==> src/rtl/dpll_clkrec.sv <==
module dpll_clkrec #(
  parameter int PH_BITS    = 4,
  parameter int ADJ_SPAN   = 4,
  parameter bit TX_FROM_RX = 1'b1
) (
  input  logic clk,
  input  logic rst_n,
  input  logic en,
  input  logic rxd,
  output logic rclk_pulse,
  output logic rbit,
  output logic tclk_pulse
);
  localparam int TICKS = 1 << PH_BITS;
  localparam int MID   = TICKS / 2;
  localparam int GW    = PH_BITS + 1;

  logic s1, s2, s3;
  logic [PH_BITS-1:0] ph;
  logic [GW-1:0] gap;
  logic corr_seen;

  wire edg   = en && (s2 != s3);
  wire iso   = (gap == GW'(TICKS));
  wire late  = edg && iso && (ph != '0) && (ph <= PH_BITS'(ADJ_SPAN));
  wire early = edg && iso && (ph >= PH_BITS'(TICKS - ADJ_SPAN));
  wire [1:0] step = late ? 2'd0 : (early ? 2'd2 : 2'd1);
  wire [PH_BITS:0] nxt = {1'b0, ph} + {{(PH_BITS-1){1'b0}}, step};

  always_ff @(posedge clk) begin
    if (!rst_n) begin
      s1 <= 1'b0;
      s2 <= 1'b0;
      s3 <= 1'b0;
      ph <= '0;
      gap <= GW'(TICKS);
      rclk_pulse <= 1'b0;
      rbit <= 1'b0;
      corr_seen <= 1'b0;
    end else begin
      s1 <= rxd;
      s2 <= s1;
      s3 <= s2;
      if (en) begin
        ph <= nxt[PH_BITS-1:0];
        rclk_pulse <= nxt[PH_BITS];
        if (ph == PH_BITS'(MID)) rbit <= s2;
        gap <= edg ? GW'(1) : (iso ? gap : gap + GW'(1));
        corr_seen <= nxt[PH_BITS] ? 1'b0 : (corr_seen | late | early);
      end else begin
        rclk_pulse <= 1'b0;
      end
    end
  end

  generate
    if (TX_FROM_RX) begin : g_tx_shared
      assign tclk_pulse = rclk_pulse;
    end else begin : g_tx_off
      assign tclk_pulse = 1'b0;
    end
  endgenerate

  assert_pulse_gap_R2: assert property (@(posedge clk) disable iff (!rst_n)
    rclk_pulse |=> !rclk_pulse);
  assert_sample_point_R3: assert property (@(posedge clk) disable iff (!rst_n)
    !(en && ph == PH_BITS'(MID)) |=> $stable(rbit));
  assert_late_hold_R4: assert property (@(posedge clk) disable iff (!rst_n)
    late |=> (ph == $past(ph)));
  assert_quiet_zone_R6: assert property (@(posedge clk) disable iff (!rst_n)
    (edg && (ph == '0 || (ph > PH_BITS'(ADJ_SPAN) && ph < PH_BITS'(TICKS - ADJ_SPAN))))
    |=> (ph == PH_BITS'($past(ph) + 1'b1)));
  assert_interference_R7: assert property (@(posedge clk) disable iff (!rst_n)
    (edg && !iso) |=> (ph == PH_BITS'($past(ph) + 1'b1)));
  assert_one_corr_R8: assert property (@(posedge clk) disable iff (!rst_n)
    (late || early) |-> !corr_seen);
  assert_freeze_R9: assert property (@(posedge clk) disable iff (!rst_n)
    !en |=> (!rclk_pulse && $stable(ph) && $stable(rbit) && $stable(gap)));
endmodule

==> config.mk <==
export PLATFORM = sky130hd
export DESIGN_NAME = dpll_clkrec
export DESIGN_NICKNAME = d
export VERILOG_FILES = /design/src/rtl/dpll_clkrec.sv
export SDC_FILE = /design/constraint.sdc
export NUM_CORES = 1
export LEC_CHECK = 0
export BUFFER_PORTS_ARGS = -buffer_cell sky130_fd_sc_hd__buf_2
export CAP_MARGIN = 20
export CORE_UTILIZATION = 35
export CTS_CLUSTER_DIAMETER = 80
export DETAILED_ROUTE_END_ITERATION = 10
export GPL_ROUTABILITY_DRIVEN = 1
export HOLD_SLACK_MARGIN = 0.03
export PLACE_DENSITY_LB_ADDON = 0.05
export REMOVE_ABC_BUFFERS = 1
export SLEW_MARGIN = 30
export SYNTH_ARGS = -nofsm -noshare
export SYNTH_HDL_FRONTEND = slang
export SYNTH_SLANG_ARGS = --single-unit
==> constraint.sdc <==
create_clock -name clk -period 3.8 [get_ports clk]
set_input_delay 0.76 -clock clk [delete_from_list [all_inputs] [get_ports clk]]
set_output_delay 0.76 -clock clk [all_outputs]
set_load 0.02 [all_outputs]
**Yosys cells after proc, flatten, opt, wreduce, memory -nomap -nowiden**

Cells that the tools add are included.

- Add/subtract/negate cells: 2
- Magnitude comparators: 2
- Equality and inequality tests: 4
- Muxes and demuxes: 4
- Reductions and logical operators: 9

Operators by type and width:

| kind | count |
|---|---|
| 2-to-1 mux 5 bit | 2 |
| AND reduction 2 bit | 3 |
| adder 4 x 2 -> 5 bit | 1 |
| adder 5 x 1 -> 5 bit, second input constant | 1 |
| equality test 5 bit, second input constant | 1 |
| logical AND 1 bit | 5 |
| equality test 4 bit, second input constant | 1 |
| >= comparator 4 bit, second input constant | 1 |
| <= comparator 4 x 3 -> 1 bit, second input constant | 1 |
| 2-to-1 mux 2 bit | 2 |
| nonzero test 4 bit | 1 |
| != test 2 bit, second input constant | 1 |
| != test 1 bit | 1 |

- Register bits after elaboration: 14
- Output and inout port bits: 3
- Logic and storage cells: 28

**Logic depth before layout (Yosys ltp)**

- Depth in word-level cells: 7
- Depth in mapped cells: 9
- Gate-level depth less buffers: 9

**Least setup slack after synthesis**

No wires, ideal clock.

- Path kind: input port to flip-flop
- Start point: input port en
- End point: register ph[2]
- Setup time: 0.070 ns
- Data arrival time: 2.265 ns
- Data required time: 3.730 ns
- Path slack: 1.465 ns
- Stages on the path: 6
- Cell sequence: buf_2 > nand3_1 > or3_1 > fa_1 > or3_1 > a21oi_1

- Longest elaborated chain between the ends: 6
- Elaborated cells between the ends (all ways): 8
- Classes of those cells: add/sub (1); mux (2); reduce/logical (5)

Ends and longest elaborated chain:

| item | line | RTL |
|---|---|---|
| start, declared | 8 | `input logic en,` |
| logical AND 1 bit | 23 | `wire edg = en && (s2 != s3);` |
| logical AND 1 bit | 25, 26 |  |
| logical AND 1 bit (on tied branches) | 26, 25 |  |
| 2-to-1 mux 2 bit / logical AND 1 bit (equally long branches) | 27, 25 |  |
| 2-to-1 mux 2 bit | 27 | `wire [1:0] step = late ? 2'd0 : (early ? 2'd2 : 2'd1);` |
| adder 4 x 2 -> 5 bit | 28 | `wire [PH_BITS:0] nxt = {1'b0, ph} + {{(PH_BITS-1){1'b0}}, step};` |
| end signal, assigned | 45 | `ph <= nxt[PH_BITS-1:0];` |
| end, declared | 19 | `logic [PH_BITS-1:0] ph;` |

Several ways; a longest one is shown, not always the timed one.
A chain may end at the register's enable or synchronous reset.

**Final worst setup path**

- Start point: input port en
- End point: register ph[1]

Same word-level chain as after synthesis.

==> reports/qor.yml <==
setup_violations: 0
wl_mm: 1.26
ys_seq_area_frac: 0.390
fp.dieW_microns: 47.3
core.rowCount: 16
synth.distinct_cells: 34
postCtsSetupBuffers: 0
hold_path.class: "reg2reg"
gr-total-overflow: 0
drc_errors: 0
synth_flop_cell: "dfxtp_1"
grt_antenna_before_repair: 0
maxCapViolCount: 0
finalCritPeriodShare: 0.613
r2r-end: "ph[1]"
drt-pass1-iter-count: 4
placeableCoreArea_sq_um: 1940
vias: 572
worstHoldPathCells: 1
arrival_ns: 2.53
clockBufferDepth: 2
rr_startpoint: "gap[0]"
tns_ns: 0
synth_edf_count: 0
io_pins: 7
ant_nets: 0
reg2reg_depth: 8
vias_per_cell: 5.11
crit_slowest_cell: "or4_1"
synth_area_leaders: "dfxtp_1, ha_1, a21oi_1"
outcome: "completed"
cts_buffers: 3
yosys.area.top_type: "dfxtp_1"
critical-path-top-delay-family: "adder cells"
hpwl_microns: 917
cts_sinks: 14
critical_path_depth: 7
fill_cells: 217
post_synth.cell_area_avg_sq_um: 9.33
synth_top_area_share: 0.390
path_buf_inv: 3
syn_to_final_growth_pct: 12.2
grt_max_degree: 12
syn_inst: 77
start_util: 0.370
place.gp.congestion: 0.706
rsz0062_at_grt: "false"
worstHoldStart: "s1"
synth_seq_cells: 14
vdd_drop_max_uv: 206
fmaxAchievable_mhz: 429
wire_per_inst_microns: 11.2
fin_crit_ns: 2.33
max_stage_delay_ns: 0.54
critPathRequiredTime_ns: 4.00
cp-endpoint: "ph[1]"
track_usage: 0.132
async_flop_share: 0
critPathLaunch: "en"
clk_pin_slew_ns: 0.09
crit_type: "in2reg"
rrSetupSlack_ns: 1.53
path_cells: "buf_2, inv_1, or4_1, ha_1, inv_1, fa_1, a211oi_1"
critPathMostFrequentCell: "inv_1"
ff_latch_area_sq_um: 280
nets: 95
drt_first_iter_violations: 6
drive_above_1_share: 0.165
multi_input_area_sq_um: 395
synth_area_sq_um: 718
path_max_fanout: 11
slew_headroom: 0.633
cts_resized: 0
die_y_microns: 47.3
die-area_sq_um: 2240
worst_slew_pin_slew_ns: 0.546
hold_viol_final: 0
grt_pass1_wl_mm: 1.97
yosysWarnings: 0
tritoncts: "done"
slew_violations: 0
crit_path_start_kind: "primary input"
clockRootBuffer: "clkbuf_4"
crit_path_end_kind: "flip-flop"
antenna_cells: 0
port_buffers: 6
insertion_delay_ns: 0.27
htree_levels: 1
power.density_nw_per_um2: 370
p_leak_nw: 0.311
grt_pass1_vias: 419
final_util: 0.415
holdBufCountCts: 0
skew_ns: 0.00351
power by group:
group / switching, mW / internal (mW) / total, mW / leakage [nW]
logic: 0.0190 / 0.0155 / 0.0345 / 0.176
registers: 0.00566 / 0.152 / 0.157 / 0.114
clock network: 0.0484 / 0.0582 / 0.107 / 0.0210
total: 0.0731 / 0.225 / 0.299 / 0.311
how the worst min path moves through the flow:
stage / slack [ns] / end
after floorplan: 0.41 / s2
after detailed placement: 0.43 / s2
final: 0.45 / s2
after global placement: 0.42 / s2
after global routing: 0.50 / s2
after CTS: 0.45 / s2
stage by stage:
| step | cells | power [mW] | worst slack (ns) | cell area (sq um) | hold WS (ns) |
|---|---|---|---|---|---|
| after floorplan | 75 | 0.185 | 1.52 | 706 | 0.412 |
| after global placement | 108 | 0.196 | 1.20 | 769 | 0.421 |
| after detailed placement | 108 | 0.196 | 1.17 | 769 | 0.428 |
| after CTS | 112 | 0.306 | 1.46 | 806 | 0.453 |
| after global routing | 112 | 0.316 | 1.39 | 806 | 0.499 |
| final | 112 | 0.299 | 1.47 | 806 | 0.451 |
cell usage after synthesis (all sizes together) (2+ instances only):
cell / n
a21oi: 6
and2: 3
buf: 2
dfxtp: 14
ha: 4
inv: 8
nand2: 4
nand3: 5
nor2: 2
o21a: 2
o21ai: 3
or3: 4
xor2: 2
registers in the layout (all words and copies together) (netlist names):
register,flops
rclk_pulse,1
s1,1
s3,1
rbit,1
s2,1
ph,4
gap,5
kinds of logic (layout without fill, tap and decap cells):
family                     after synthesis  after routing  share of synthesized area
adders and majority gates                5              5                     0.0976
muxes                                    1              1                     0.0139
DFF                                     14             14                      0.390
AOI/OAI and AO/OA                       20             20                      0.188
xor gates and xnor gates                 3              3                     0.0366
and+or+nand+nor                         24             24                      0.214
buffers and inverters                   10             18                     0.0592
routing by layer:
layer | GRT usage | part of all wire
met2 | 0.181 | 0.42
met4 | 0.103 | 0.018
met1 | 0.181 | 0.53
met3 | 0.0231 | 0.037
met5 | 0 | 0
cell type report:
class                           count  area share
Tap cell                           27      0.0419
Sequential cell                    14       0.348
Clock buffer                        4      0.0450
Multi-Input combinational cell     53       0.491
Inverter                            8      0.0373
Timing Repair Buffer                6      0.0373
placed cells by master, fill, tap and decap left out, drive strengths merged, types with 2 or more instances in the layout:
cell type,count
nand3,5
ha,4
a21oi,6
nor2,2
buf,6
and2,3
o21a,2
or3,4
dfxtp,14
o21ai,3
nand2,4
inv,8
xor2,2
clkbuf,4
worst register-to-register path, cell delays in order, from the launching register on:
cell       delay [ns]
dfxtp_1          0.36
inv_1            0.07
ha_1             0.20
nand4bb_4        0.15
or4_1            0.52
ha_1             0.21
inv_1            0.07
fa_1             0.40
a211oi_1         0.22
Power figures use the tool's default switching activity.
